$ cat src/rtl/wdt_pkg.sv
`timescale 1ns/1ps
package wdt_pkg;
    localparam int CNT_W   = 16;
    localparam int IGN_MAX = 12;
    localparam int IGN_W   = $clog2(IGN_MAX + 1);
    localparam int ADDR_W  = 3;

    localparam logic [ADDR_W-1:0] A_CTRL  = 3'd0;
    localparam logic [ADDR_W-1:0] A_LOCK  = 3'd1;
    localparam logic [ADDR_W-1:0] A_MATCH = 3'd2;
    localparam logic [ADDR_W-1:0] A_IGN   = 3'd3;
    localparam logic [ADDR_W-1:0] A_STAT  = 3'd4;
    localparam logic [ADDR_W-1:0] A_MASK  = 3'd5;
    localparam logic [ADDR_W-1:0] A_COUNT = 3'd6;

    typedef enum logic [1:0] {
        ESC_CLEAN = 2'd0,
        ESC_ONE   = 2'd1,
        ESC_TWO   = 2'd2,
        ESC_FIRE  = 2'd3
    } esc_state_t;
endpackage

$ cat src/rtl/wdt_regfile.sv
`timescale 1ns/1ps
module wdt_regfile
    import wdt_pkg::*;
#(
    parameter int W      = CNT_W,
    parameter int IGW    = IGN_W,
    parameter int IGMAX  = IGN_MAX,
    parameter int AW     = ADDR_W
) (
    input  logic           clk,
    input  logic           rst_n,
    input  logic           wr_en,
    input  logic [AW-1:0]  addr,
    input  logic [W-1:0]   wdata,
    input  logic [W-1:0]   cnt,
    input  logic           status,
    output logic           en,
    output logic           lock,
    output logic           mask_on,
    output logic [W-1:0]   match_val,
    output logic [IGW-1:0] ign,
    output logic           clr,
    output logic [W-1:0]   rdata
);
    localparam logic [IGW-1:0] IGN_TOP = IGW'(IGMAX);

    logic [IGW-1:0] ign_wr;
    logic           wr_open;

    always_comb begin
        ign_wr  = (wdata[IGW-1:0] > IGN_TOP) ? IGN_TOP : wdata[IGW-1:0];
        wr_open = wr_en && !lock;
        clr     = wr_en && (addr == A_STAT) && wdata[0];
    end

    always_ff @(posedge clk or negedge rst_n) begin
        if (!rst_n) begin
            en        <= 1'b0;
            lock      <= 1'b0;
            mask_on   <= 1'b0;
            match_val <= '0;
            ign       <= '0;
        end else begin
            if (wr_en && addr == A_LOCK) lock    <= wdata[0];
            if (wr_en && addr == A_MASK) mask_on <= wdata[0];
            if (wr_open && addr == A_CTRL)  en        <= wdata[0];
            if (wr_open && addr == A_MATCH) match_val <= wdata;
            if (wr_open && addr == A_IGN)   ign       <= ign_wr;
        end
    end

    always_comb begin
        unique case (addr)
            A_CTRL:  rdata = {{(W-1){1'b0}}, en};
            A_LOCK:  rdata = {{(W-1){1'b0}}, lock};
            A_MATCH: rdata = match_val;
            A_IGN:   rdata = {{(W-IGW){1'b0}}, ign};
            A_STAT:  rdata = {{(W-1){1'b0}}, status};
            A_MASK:  rdata = {{(W-1){1'b0}}, mask_on};
            A_COUNT: rdata = cnt;
            default: rdata = '0;
        endcase
    end


    lock_match_chk: assert property (@(posedge clk) disable iff (!rst_n)
        (wr_en && lock && addr == A_MATCH) |=> $stable(match_val));

    lock_ctrl_chk: assert property (@(posedge clk) disable iff (!rst_n)
        (wr_en && lock && addr == A_CTRL) |=> $stable(en));

    ign_range_chk: assert property (@(posedge clk) disable iff (!rst_n)
        ign <= IGN_TOP);
endmodule

$ cat src/rtl/wdt_counter.sv
`timescale 1ns/1ps
module wdt_counter
    import wdt_pkg::*;
#(
    parameter int W   = CNT_W,
    parameter int IGW = IGN_W
) (
    input  logic           clk,
    input  logic           rst_n,
    input  logic           en,
    input  logic           tick,
    input  logic           fire,
    input  logic [W-1:0]   match_val,
    input  logic [IGW-1:0] ign,
    output logic [W-1:0]   cnt,
    output logic           evt
);
    logic [W-1:0] keep;
    logic         step;

    always_comb begin
        keep = {W{1'b1}} >> ign;
        step = en && tick;
        evt  = step && !fire && (((cnt ^ match_val) & keep) == '0);
    end

    always_ff @(posedge clk or negedge rst_n) begin
        if (!rst_n)    cnt <= '0;
        else if (fire) cnt <= '0;
        else if (step) cnt <= cnt + 1'b1;
    end


    cnt_hold_chk: assert property (@(posedge clk) disable iff (!rst_n)
        (!step && !fire) |=> $stable(cnt));

    cnt_step_chk: assert property (@(posedge clk) disable iff (!rst_n)
        (step && !fire) |=> (cnt == W'($past(cnt) + 1'b1)));
endmodule

$ cat src/rtl/wdt_escalate.sv
`timescale 1ns/1ps
module wdt_escalate
    import wdt_pkg::*;
(
    input  logic clk,
    input  logic rst_n,
    input  logic en,
    input  logic evt,
    input  logic clr,
    output logic status,
    output logic fire
);
    esc_state_t state, state_nx, base;

    always_ff @(posedge clk or negedge rst_n) begin
        if (!rst_n) state <= ESC_CLEAN;
        else        state <= state_nx;
    end

    always_comb begin
        base     = clr ? ESC_CLEAN : state;
        state_nx = state;
        unique case (state)
            ESC_FIRE: state_nx = ESC_CLEAN;
            default: begin
                if (!en) begin
                    state_nx = ESC_CLEAN;
                end else if (evt) begin
                    unique case (base)
                        ESC_CLEAN: state_nx = ESC_ONE;
                        ESC_ONE:   state_nx = ESC_TWO;
                        default:   state_nx = ESC_FIRE;
                    endcase
                end else if (clr) begin
                    state_nx = ESC_CLEAN;
                end
            end
        endcase
    end

    always_comb begin
        fire = (state == ESC_FIRE);
    end

    always_ff @(posedge clk or negedge rst_n) begin
        if (!rst_n)    status <= 1'b0;
        else if (fire) status <= 1'b0;
        else if (evt)  status <= 1'b1;
        else if (clr)  status <= 1'b0;
    end


    fire_cause_chk: assert property (@(posedge clk) disable iff (!rst_n)
        $rose(fire) |-> $past(state == ESC_TWO && evt));

    fire_pulse_chk: assert property (@(posedge clk) disable iff (!rst_n)
        fire |=> !fire);

    stat_set_chk: assert property (@(posedge clk) disable iff (!rst_n)
        evt |=> status);

    clr_tally_chk: assert property (@(posedge clk) disable iff (!rst_n)
        (clr && !evt) |=> (state == ESC_CLEAN));
endmodule

$ cat src/rtl/wdt_match_guard.sv
`timescale 1ns/1ps
module wdt_match_guard
    import wdt_pkg::*;
#(
    parameter int W     = CNT_W,
    parameter int IGMAX = IGN_MAX,
    parameter int AW    = ADDR_W
) (
    input  logic          clk,
    input  logic          rst_n,
    input  logic          tick,
    input  logic          wr_en,
    input  logic [AW-1:0] addr,
    input  logic [W-1:0]  wdata,
    output logic [W-1:0]  rdata,
    output logic          irq,
    output logic          rst_req
);
    localparam int IGW = $clog2(IGMAX + 1);

    logic           en, lock, mask_on, clr, status, fire, evt;
    logic [W-1:0]   match_val, cnt;
    logic [IGW-1:0] ign;

    wdt_regfile #(.W(W), .IGW(IGW), .IGMAX(IGMAX), .AW(AW)) u_regs (
        .clk(clk), .rst_n(rst_n), .wr_en(wr_en), .addr(addr), .wdata(wdata),
        .cnt(cnt), .status(status), .en(en), .lock(lock), .mask_on(mask_on),
        .match_val(match_val), .ign(ign), .clr(clr), .rdata(rdata)
    );

    wdt_counter #(.W(W), .IGW(IGW)) u_cnt (
        .clk(clk), .rst_n(rst_n), .en(en), .tick(tick), .fire(fire),
        .match_val(match_val), .ign(ign), .cnt(cnt), .evt(evt)
    );

    wdt_escalate u_esc (
        .clk(clk), .rst_n(rst_n), .en(en), .evt(evt), .clr(clr),
        .status(status), .fire(fire)
    );

    always_comb begin
        irq     = status && mask_on;
        rst_req = fire;
    end


    after_fire_chk: assert property (@(posedge clk) disable iff (!rst_n)
        rst_req |=> (cnt == '0 && !status));

    fire_keeps_cfg_chk: assert property (@(posedge clk) disable iff (!rst_n)
        (rst_req && !wr_en) |=> ($stable(match_val) && $stable(ign) && $stable(en)));
endmodule

$ cat config.mk
export PLATFORM = sky130hd
export DESIGN_NAME = wdt_match_guard
export DESIGN_NICKNAME = d
export VERILOG_FILES = /design/src/rtl/wdt_pkg.sv /design/src/rtl/wdt_regfile.sv /design/src/rtl/wdt_counter.sv /design/src/rtl/wdt_escalate.sv /design/src/rtl/wdt_match_guard.sv
export SDC_FILE = /design/constraint.sdc
export NUM_CORES = 1
export LEC_CHECK = 0
export BUFFER_PORTS_ARGS = -buffer_cell sky130_fd_sc_hd__buf_2
export CORE_UTILIZATION = 30
export DETAILED_ROUTE_END_ITERATION = 12
export GPL_ROUTABILITY_DRIVEN = 0
export PLACE_DENSITY = 0.48
export SYNTH_ARGS = -nofsm -noshare
export SYNTH_HDL_FRONTEND = slang
export SYNTH_HIERARCHICAL = 1
export SYNTH_SLANG_ARGS = --single-unit
export TNS_END_PERCENT = 30
$ cat constraint.sdc
create_clock -name clk -period 2.3 [get_ports clk]
set_input_delay 0.23 -clock clk [delete_from_list [all_inputs] [get_ports clk]]
set_output_delay 0.23 -clock clk [all_outputs]
set_load 0.005 [all_outputs]
=== After elaboration in Yosys (flattened, before gate mapping) ===
Cells that the tools add are included.

* Add/sub/neg operators: 1
* $lt $le $gt $ge: 1
* Eq/ne operators: 8
* Shift-type cells: 1
* Mux-type cells: 12
* Bitwise gates (word level): 2
* Reductions and logical operators: 19

{| class="wikitable"
|+ Operator list
! operator !! number
|-
| 16-bit one-hot mux with 7 select lines || 1
|-
| 16-bit two-way mux || 2
|-
| 16-bit by 1-bit adder with 16-bit output (second input constant) || 1
|-
| 16-bit AND || 1
|-
| 16-bit logical NOT || 1
|-
| 16-bit by 4-bit >> shifter with 16-bit output (first input constant) || 1
|-
| 16-bit bitwise XOR || 1
|-
| 1-bit logical AND || 12
|-
| 3-bit equality test (second input constant) || 3
|-
| 2-bit two-way mux || 4
|-
| 3-bit by 2-bit equality test with 1-bit output (second input constant) || 2
|-
| 4-bit > comparator (second input constant) || 1
|-
| 4-bit two-way mux || 1
|-
| 2-bit one-hot mux with 2 select lines || 1
|-
| 3-bit by 1-bit equality test with 1-bit output (second input constant) || 1
|-
| 3-bit logical NOT || 1
|-
| 1-bit two-way mux || 3
|-
| 3-bit nonzero test || 1
|-
| 2-bit by 1-bit equality test with 1-bit output (second input constant) || 1
|-
| 2-bit equality test (second input constant) || 1
|-
| 1-bit logical NOT || 2
|-
| 2-bit logical NOT || 1
|-
| 2-bit nonzero test || 1
|}

* Register bits after elaboration: 42
* Input bits: 23
* Output and inout port bits: 18
* Word-level logic and storage cells: 52

=== Logic depth before layout (Yosys ltp) ===
Gate-level depths: netlist (run 1).

* Depth in word-level cells: 9
* Mapped depth: 8
* Mapped depth without buffers: 8

=== Cells and area by module ===
The synthesis (run 1) kept the hierarchy.

{| class="wikitable"
|+ By module, submodules not included
! module !! instances !! cells each !! area an instance (sq um) !! sequential area each (sq um)
|-
| wdt_regfile || 1 || 108 || 1276.2 || 575.6
|-
| wdt_counter || 1 || 122 || 1104.8 || 400.4
|-
| wdt_escalate || 1 || 14 || 142.6 || 75.1
|-
| wdt_match_guard || 1 || 1 || 6.3 || 0.0
|}

=== Worst setup path before layout (run 1) ===
No wires, ideal clock.

* Kind: register to register
* From: register u_esc.state[1]
* To: register u_esc.state[0]
* Data arrival time: 1.725 ns
* Path slack: 0.455 ns
* Cell stages (with the launch flop): 9
* Buffers on the path: 1
* Clock period less this slack: 1.845 ns
* Cell sequence: dfrtp_1 -> and2_1 -> clkbuf_1 -> nor4_1 -> nand3_1 -> nor3_1 -> nand4bb_1 -> nor2_1 -> a31o_1

* Cells in the longest elaborated chain, start to end: 7
* Elaborated cells between the ends (all ways): 11
* Classes of those cells: eq/ne (2); mux (5); reduce/logical (4)

{| class="wikitable"
|+ Ends and longest elaborated chain
! what !! RTL line !! text
|-
| start: declaration || wdt_escalate.sv:13 || <nowiki>esc_state_t state, state_nx, base;</nowiki>
|-
| start signal: assignment || wdt_escalate.sv:17 || <nowiki>else state <= state_nx;</nowiki>
|-
| 2-bit equality test || wdt_escalate.sv:42 || <nowiki>fire = (state == ESC_FIRE);</nowiki>
|-
| via rst_req || wdt_match_guard.sv:17 || <nowiki>output logic rst_req</nowiki>
|-
| 1-bit logical NOT || wdt_counter.sv:24 || <nowiki>evt = step && !fire && (((cnt ^ match_val) & keep) == '0);</nowiki>
|-
| 1-bit logical AND (2 in series) || wdt_counter.sv:24 ||
|-
| via evt || wdt_match_guard.sv:21 || <nowiki>logic en, lock, mask_on, clr, status, fire, evt;</nowiki>
|-
| 2-bit two-way mux || wdt_escalate.sv:28 || <nowiki>end else if (evt) begin</nowiki>
|-
| 2-bit two-way mux || wdt_escalate.sv:26 || <nowiki>if (!en) begin</nowiki>
|-
| 2-bit two-way mux || wdt_escalate.sv:23 || <nowiki>unique case (state)</nowiki>
|-
| via u_esc.state_nx[0] || wdt_escalate.sv:13 ||
|}

The timed path passes the listed nets, and every way through them passes these cells.
A chain may end at the register's enable or synchronous reset.

=== Final worst setup path (run 1) ===
* From: register u_regs.ign[2]
* To: register u_esc.state[0]

* Cells in the longest elaborated chain, start to end: 7

{| class="wikitable"
|+ Ends and longest elaborated chain
! what !! RTL line !! text
|-
| start: declaration || wdt_regfile.sv:21 || <nowiki>output logic [IGW-1:0] ign,</nowiki>
|-
| start signal: assignment || wdt_regfile.sv:48 || <nowiki>if (wr_open && addr == A_IGN) ign <= ign_wr;</nowiki>
|-
| 16-bit by 4-bit >> shifter with 16-bit output || wdt_counter.sv:22 || <nowiki>keep = {W{1'b1}} >> ign;</nowiki>
|-
| 16-bit AND || wdt_counter.sv:24 ||
|-
| 16-bit logical NOT || wdt_counter.sv:24 ||
|-
| 1-bit logical AND || wdt_counter.sv:24 ||
|-
| via evt || wdt_match_guard.sv:21 ||
|-
| 2-bit two-way mux || wdt_escalate.sv:28 ||
|-
| 2-bit two-way mux || wdt_escalate.sv:26 ||
|-
| 2-bit two-way mux || wdt_escalate.sv:23 ||
|-
| via u_esc.state_nx[0] || wdt_escalate.sv:13 ||
|}

The timed path passes the listed nets, and every way through them passes these cells.

==> results.toml, run 1 <==
[critical_path]
worst-path-stages = 7
critPathBufInv = 0
critPathTopFamily = "simple AND/OR/NAND/NOR gates"
crit_fanout = 14
cp-endpoint = "u_esc/state[0]"
cpPeakStageDelay_ps = 600
worstSetupPathType = "reg2reg"
r2r_cells = 7
startpoint = "u_regs/ign[2]"
crit_path_top_delay_cell = "dfrtp_1"
worstPathCellList = "a31oi_1 > nor4_1 > a21oi_1 > nor3_2 > nand4bb_1 > nor2_1 > a31o_1"
cp.arrival_ps = 2180
reg2reg_from = "u_regs/ign[2]"
reg2reg_to = "u_esc/state[0]"
end_kind = "flip-flop"
crit_path_start_kind = "flip-flop"
r2r_slack_ps = 310
required_ps = 2490

[sta]
max-slew-margin-rel = 0.494
holdWs_ps = 9.83
hold_viol = 0
tightest_slew_ps = 758
fin_crit_ps = 1990
setup_ws_ps = 309
tns_ps = 0
skew_ps = 8.54
period_share = 0.866
finalMaxSlewViolations = 0
setup_violations = 0
rsz0062_at_grt = "false"
max_freq_mhz = 502

[clock_network]
clk_latency_ps = 290
postCtsHoldBufs = 0
cts_tree = "yes"
clockBufferDepth = 2
cts.root.buffer_cell = "clkbuf_8"
cts_made_buffers = 5
cts.sinks = 42
htree_levels = 2
path_clk_slew_ps = 80

[logic_synthesis]
yosysUniqueCellTypes = 50
ys_warn_count = 6
synth-simple-area-share = 0.192
synth-main-ff-cell = "dfrtp_1"
synth_compound_area_frac = 0.0752
async_flop_share = 1.00
syn_nets = 269
synth_fa_ha_area_frac = 0.00890
synth_area_um2 = 2530
synth_top_family_by_area = "simple AND/OR/NAND/NOR gates"
muxShareOfSynthArea = 0.174
ys_seq_area_frac = 0.415
avgSynthCellArea_um2 = 10.3
synth_xor_area_frac = 0.100
synthCells = 245
synth-seq-cells = 42
synth_edf_count = 0
synth_area_leaders = "dfrtp_1 (42%), mux2_2 (10%), mux2i_1 (7.1%), xor2_1 (5.2%), xnor2_1 (4.8%)"
synth_largest_area_cell = "dfrtp_1"
synth_top_area_share = 0.415

[route]
wire_per_inst_um = 15.5
remaining_drc_errors = 0
via_per_inst = 4.86
firstDrtPassIters = 4
ant_nets = 0
dr_total_vias = 1920
routed_wirelength_um = 6140
drtIter0Drc = 85

[power]
pwr-share-seq = 0.496
p_int_w = 0.00145
power_density_nw_per_um2 = 737
comb_power_share = 0.284
power.leakage_nw = 1.40
ir_drop_uv = 253
power_w = 0.00218
netSwitchingFraction = 0.336
switchingPower_w = 0.000733
pwr-share-clk = 0.220

[job]
maxCapViolations = 0

[status]
status = "finished clean"

[finish]
final_common_cell = "dfrtp_1"
design_area_um2 = 2960
most-common-layout-cells = "dfrtp_1 (42), buf_2 (40), nor2_1 (27)"
drive_above_1_share = 0.314
area_delta_synth_final_pct = 16.8
n_fill_cell = 862
antenna-diode-count = 0
layout.nets = 315

[grt]
overflow = 0
track_usage = 0.150
grt_pass1_wl_um = 10000
grt_antenna_before_repair = 0
grt_max_degree = 43
grt_pass1_vias = 1907

[floorplanning]
fp.dieW_um = 93.8
start_util = 0.309
ios = 41
row_count = 33
dieArea_um2 = 8800
die-height_um = 93.8
core_um2 = 8180

[placement]
postPlaceCellArea_um2 = 2870
port_buffers = 40
hpwl_um = 4370
place_ws_ps = 233

[hold_path]
hold_path_class = "in2async"
[per-stage QoR]
stage	util	instances
3_3_place_gp	0.351	389
6_report	0.361	395
2_1_floorplan	-	245
5_1_grt	0.361	395
3_5_place_dp	0.351	389
4_1_cts	0.361	395
[registers in the layout, summed over array words and instances, names as in the netlist]
signal	flops
u_regs/en	1
u_regs/ign	4
u_regs/match_val	16
u_regs/mask_on	1
u_regs/lock	1
u_cnt/cnt	16
u_esc/status	1
u_esc/state	2
[worst min-delay path by stage]
stage | slack, ps | cells after the start | endpoint
after CTS | 30 | 2 | u_esc/status
final | 10 | 2 | u_regs/mask_on
after detailed placement | 350 | 2 | u_regs/mask_on
after floorplan | -70 | 0 | u_cnt/cnt[0]
after global placement | 350 | 2 | u_regs/mask_on
after global routing | 50 | 2 | u_regs/lock
[cells in the mapped netlist, types with 2 or more instances]
cell type  number
and2_1          2
nor4_1          2
nand2_1        10
xor2_1         15
o21ai_0         6
mux2i_1        18
a21boi_0        5
xnor2_1        14
nand3_1        10
or2_2           4
clkbuf_1        4
a21oi_1        10
a31oi_1         2
nand4_1         3
nor2_1         27
mux2_2         23
dfrtp_1        42
inv_1           5
and3_1          3
buf_2           4
nor3_1          4
nor4b_1         2
nor4_4          2
or3_1           2
[final cells by class]
class | instances | area (um2) | share of cell area
well taps | 105 | 131 | 0.0445
flip-flops and latches | 42 | 1050 | 0.356
clock buffers | 6 | 82.6 | 0.0279
repair buffers | 50 | 275 | 0.0931
inverters | 5 | 18.8 | 0.00635
multi-input cells | 187 | 1400 | 0.472
[worst reg2reg max path, stage by stage, from the launching register on]
cell and delay, ps:
dfrtp_1 600, a31oi_1 150, nor4_1 300, a21oi_1 130, nor3_2 310, nand4bb_1 180
nor2_1 40, a31o_1 180
[power by group through the flow]
stage                     Clock [W]  Sequential [W]  Combinational (W)
after detailed placement          0         0.00110           0.000613
after global routing       0.000528         0.00112           0.000694
after floorplan                   0         0.00103           0.000451
after global placement            0         0.00110           0.000616
final                      0.000480         0.00108           0.000618
after CTS                  0.000499         0.00109           0.000618
[cell families (layout without fill, tap and decap cells)]
kind of cell             count (synthesis)  count (layout)
flip-flops                              42              42
buffers and inverters                   16              61
AO/OA/AOI/OAI                           30              30
adder cells (fa/ha/maj)                  2               2
AND/OR/NAND/NOR                         85              85
multiplexers                            41              41
XOR/XNOR                                29              29
[per-layer routing]
layer	global-route usage	share of wire	vias up
li1	-	-	953
met1	0.206	0.50	930
met2	0.242	0.46	32
met3	0.0283	0.028	5
met4	0.0385	0.0099	0
met5	0	0	-
[timing repair]
item	4_1_cts	5_1_grt
endpoints found under the setup margin	0	1
setup buffers	0	0
resized for setup	0	1
Note: power is estimated with default switching activity, not from simulation.
==> run 2: changes to the inputs <==
--- a/config.mk
+++ b/config.mk
@@ -6,10 +6,12 @@
 export NUM_CORES = 1
 export LEC_CHECK = 0
 export BUFFER_PORTS_ARGS = -buffer_cell sky130_fd_sc_hd__buf_2
+export CELL_PAD_IN_SITES_DETAIL_PLACEMENT = 1
+export CELL_PAD_IN_SITES_GLOBAL_PLACEMENT = 2
 export CORE_UTILIZATION = 30
 export DETAILED_ROUTE_END_ITERATION = 12
 export GPL_ROUTABILITY_DRIVEN = 0
-export PLACE_DENSITY = 0.48
+export PLACE_DENSITY = 0.68
 export SYNTH_ARGS = -nofsm -noshare
 export SYNTH_HDL_FRONTEND = slang
 export SYNTH_HIERARCHICAL = 1
==> run 2 against run 1 <==
Compared with the run above:
- cell count rose by 0.76%
- clock-buffer cell count stayed put
- sequential cell count unchanged
- critical endpoint unchanged
==> results.toml, run 2 (synthesized netlist as in run 1, its figures left out) <==
[clock_network]
post_cts_buffers = 0
htree_levels = 2
clk_latency_ps = 290
clockBufferDepth = 2
cts.root.buffer_cell = "clkbuf_8"
cts_made_buffers = 5
cts.sinks = 42
cts_tree = "yes"
path_clk_slew_ps = 80

[grt]
grt_antenna_before_repair = 0
grt_pass1_wl_um = 11100
overflow = 0
track_usage = 0.165
grt_max_degree = 42
grt_pass1_vias = 2044

[sta]
tns_ps = 0
period_share = 0.857
setup_violations = 0
rsz0062_at_grt = "false"
max_freq_mhz = 507
holdWs_ps = 160
skew_ps = 6.74
tightest_slew_ps = 700
finalMaxSlewViolations = 0
setup_ws_ps = 328
hold_viol = 0
max-slew-margin-rel = 0.533
fin_crit_ps = 1970

[floorplanning]
ios = 41
start_util = 0.309
die-height_um = 93.8
row_count = 33
core_um2 = 8180
fp.dieW_um = 93.8
dieArea_um2 = 8800

[power]
netSwitchingFraction = 0.345
power_density_nw_per_um2 = 752
p_int_w = 0.00148
pwr-share-seq = 0.472
comb_power_share = 0.311
power.leakage_nw = 1.42
ir_drop_uv = 223
switchingPower_w = 0.000776
pwr-share-clk = 0.217

[route]
dr_total_vias = 1999
ant_nets = 0
routed_wirelength_um = 6660
wire_per_inst_um = 16.7
remaining_drc_errors = 0
firstDrtPassIters = 4
via_per_inst = 5.02
drtIter0Drc = 106

[finish]
final_common_cell = "dfrtp_1"
antenna-diode-count = 0
most-common-layout-cells = "dfrtp_1 (42), buf_2 (40), nor2_1 (27)"
layout.nets = 318
drive_above_1_share = 0.317
area_delta_synth_final_pct = 18.3
reg.largest.list = "u_cnt/cnt (16), u_regs/match_val (16), u_regs/ign (4)"

[critical_path]
worstSetupPathType = "reg2reg"
crit_fanout = 14
end_kind = "flip-flop"
crit_path_start_kind = "flip-flop"
required_ps = 2480
cp.arrival_ps = 2150

[placement]
hpwl_um = 4830
port_buffers = 40
place_ws_ps = 252

[job]
maxCapViolations = 0

[hold_path]
hold_path_class = "in2reg"

[status]
status = "finished clean"
run 2: cell types whose count changed in the layout (fill, tap and decap cells not counted), sizes merged:
cell / delta
buf: +2
dlygate4sd3: +1
run 2: layout make-up:
class	count	area, um2
tap	105	131
multi-input combinational	187	1400
sequential	42	1050
fill	953	5180
timing repair buffer	53	313
inverter	5	18.8
clock buffer	6	82.6
run 2: worst max-delay path, cell delays in order, from the launching register on:
cell and delay [ps]:
dfrtp_1 600, a31oi_1 140, nor4_1 300, a21oi_1 130, nor3_2 300, nand4bb_1 170, nor2_1 40, a31o_1 180
run 2: power by group through the flow:
stage	registers (W)	logic, W	clock network, W
6_report	0.00106	0.000699	0.000489
5_1_grt	0.00109	0.000780	0.000540
4_1_cts	0.00107	0.000701	0.000514
3_5_place_dp	0.00108	0.000694	0
3_3_place_gp	0.00107	0.000687	0
2_1_floorplan	0.00103	0.000451	0
run 2: worst paths after layout:
path / slack, ps / from / depth (start not counted) / endpoint
setup / recovery: 330 / u_regs/ign[2] / 7 / u_esc/state[0]
max in group asynchronous: 1640 / rst_n / 3 / u_regs/match_val[6]
hold reg to reg: 530 / u_regs/mask_on / 1 / u_regs/mask_on
hold / removal: 160 / wdata[14] / 2 / u_regs/match_val[14]
setup reg to reg: 330 / u_regs/ign[2] / 7 / u_esc/state[0]
min in group asynchronous: 250 / rst_n / 2 / u_regs/match_val[12]
run 2: metrics by stage:
step / utilization / area (um2) / power (W) / instances
2_1_floorplan: - / 2530 / 0.00148 / 245
3_3_place_gp: 0.354 / 2900 / 0.00176 / 391
3_5_place_dp: 0.354 / 2900 / 0.00177 / 391
4_1_cts: 0.365 / 2990 / 0.00228 / 398
5_1_grt: 0.366 / 2990 / 0.00241 / 398
6_report: 0.366 / 2990 / 0.00225 / 398
run 2: routing by layer:
metal	routed length (um)	track usage
met3	127	0.0251
met4	38	0.0423
met1	3410	0.239
met5	0	0
met2	3090	0.257
run 2: what timing repair did:
item | 4_1_cts | 5_1_grt
hold buffers | 1 | 0
hold endpoints to repair | 42 | 0
resized for setup | 0 | 1
endpoints found under the setup margin | 0 | 1
==> run 3: changes to the inputs <==
--- a/config.mk
+++ b/config.mk
@@ -6,12 +6,11 @@
 export NUM_CORES = 1
 export LEC_CHECK = 0
 export BUFFER_PORTS_ARGS = -buffer_cell sky130_fd_sc_hd__buf_2
-export CELL_PAD_IN_SITES_DETAIL_PLACEMENT = 1
-export CELL_PAD_IN_SITES_GLOBAL_PLACEMENT = 2
 export CORE_UTILIZATION = 30
 export DETAILED_ROUTE_END_ITERATION = 12
 export GPL_ROUTABILITY_DRIVEN = 0
-export PLACE_DENSITY = 0.68
+export PLACE_DENSITY = 0.48
+export RECOVER_POWER = 100
 export SYNTH_ARGS = -nofsm -noshare
 export SYNTH_HDL_FRONTEND = slang
 export SYNTH_HIERARCHICAL = 1
==> run 3 against run 2 <==
Compared with the run above:
- critical path depth is 4 lower
- die area stayed put
- cell count fell by 0.75%
- sequential power is essentially flat
- cell area decreased by 3.6%
- routed wire length fell by 7.8%
- clock power is 2% lower
- power down 4.1%
- first-iteration DRC count is 30% lower
- sequential cell count did not move
- worst hold slack gained 0.68 ps
==> results.toml, run 3 (synthesized netlist as in run 1, its figures left out) <==
[floorplanning]
core_um2 = 8180
die-height_um = 93.8
row_count = 33
dieArea_um2 = 8800
fp.dieW_um = 93.8
ios = 41
start_util = 0.309

[placement]
place_ws_ps = 233
port_buffers = 40
placed_cells = 389
hpwl_um = 4370

[clock_network]
cts_tree = "yes"
cts.root.buffer_cell = "clkbuf_8"
path_clk_slew_ps = 80
ctsResizeCount = 0
htree_levels = 2
postCtsHoldBufs = 0
clockBufferDepth = 2
cts.sinks = 42
cts_made_buffers = 5
post_cts_buffers = 0
clk_latency_ps = 290

[finish]
multi_input_area_um2 = 1370
seq_area_um2 = 1050
layout.nets = 315
fin_cells = 395
most-common-layout-cells = "dfrtp_1 (42), nor2_1 (27), buf_2 (23), mux2_2 (23)"
fin_util = 0.353
final_common_cell = "dfrtp_1"
antenna-diode-count = 0
n_fill_cell = 876
drive_above_1_share = 0.241
area_delta_synth_final_pct = 14.0
reg.largest.list = "u_cnt/cnt (16), u_regs/match_val (16), u_regs/ign (4)"

[sta]
max_freq_mhz = 497
skew_ps = 8.13
period_share = 0.875
tightest_slew_ps = 1110
fin_crit_ps = 2010
tns_ps = 0
rsz0062_at_grt = "false"
finalMaxSlewViolations = 0
setup_violations = 0
hold_viol = 0
max-slew-margin-rel = 0.261
setup_ws_ps = 287

[route]
dr_total_vias = 1918
firstDrtPassIters = 4
via_per_inst = 4.86
ant_nets = 0
remaining_drc_errors = 0
drtIter0Drc = 74
wire_per_inst_um = 15.5
routed_wirelength_um = 6140

[power]
ir_drop_uv = 249
power_w = 0.00216
power.leakage_nw = 1.29
power_density_nw_per_um2 = 748

[grt]
use_met2 = 0.242
use_met1 = 0.206
track_usage = 0.150
overflow = 0
grt.busiest_layer = "met2"
grt_pass1_vias = 1907
groute.layer.met3.usage = 0.0283
grt_pass1_wl_um = 10000
grt_max_degree = 43
grt_antenna_before_repair = 0

[critical_path]
worstSetupPathType = "reg2out"
required_ps = 2070
worstPathCellList = "and2_0 > clkbuf_1 > clkbuf_2"
crit_path_start_kind = "flip-flop"
cp.arrival_ps = 1780
critPathBufInv = 2
crit_fanout = 18
startpoint = "u_esc/state[1]"
reg2reg_from = "u_regs/ign[2]"
critPathTopFamily = "buffers and inverters"
cpPeakStageDelay_ps = 670
end_kind = "primary output"
crit_path_top_delay_cell = "clkbuf_1"

[status]
status = "finished clean"

[hold_path]
hold_path_class = "in2reg"
hold_start = "wdata[14]"

[job]
maxCapViolations = 0
==> run 3: final timing paths <==
| check | to | slack (ps) | cells after the start |
|---|---|---|---|
| worst max-delay path | rst_req | 290 | 3 |
| worst min-delay path | u_regs/match_val[14] | 160 | 2 |
| worst max register to register | u_esc/state[0] | 310 | 7 |
| worst min register to register | u_regs/mask_on | 550 | 1 |
| max in group asynchronous | u_cnt/cnt[15] | 1390 | 2 |
| min in group asynchronous | u_regs/mask_on | 220 | 2 |
==> run 3: power by group <==
| group | switching, W | internal [W] |
|---|---|---|
| logic | 0.000285 | 0.000314 |
| clock network | 0.000247 | 0.000232 |
| registers | 0.000199 | 0.000882 |
==> run 3: worst reg2reg max path: stages (launching register included) <==
cell	delay, ps
dfrtp_1	600
a31oi_1	150
nor4_1	300
a21oi_1	130
nor3_2	310
nand4bb_1	180
nor2_1	40
a31o_1	180
==> run 3: routing by layer <==
layer | part of all wire | vias up
met4 | 0.0099 | 0
met1 | 0.50 | 929
met3 | 0.028 | 5
li1 | - | 954
met5 | 0 | -
met2 | 0.46 | 30
==> run 3: area by class of cell <==
type	instances	share of cell area
clock buffers	6	0.0286
repair buffers	50	0.0816
multi-input cells	187	0.473
flip-flops and latches	42	0.364
inverters	5	0.00651
well taps	105	0.0456
==> run 3: through the flow <==
stage	cell area (um2)	hold WS [ps]
floorplan	2530	-65.6
global placement	2870	355
detailed placement	2870	347
CTS	2950	33.1
global route	2880	156
finish	2880	161
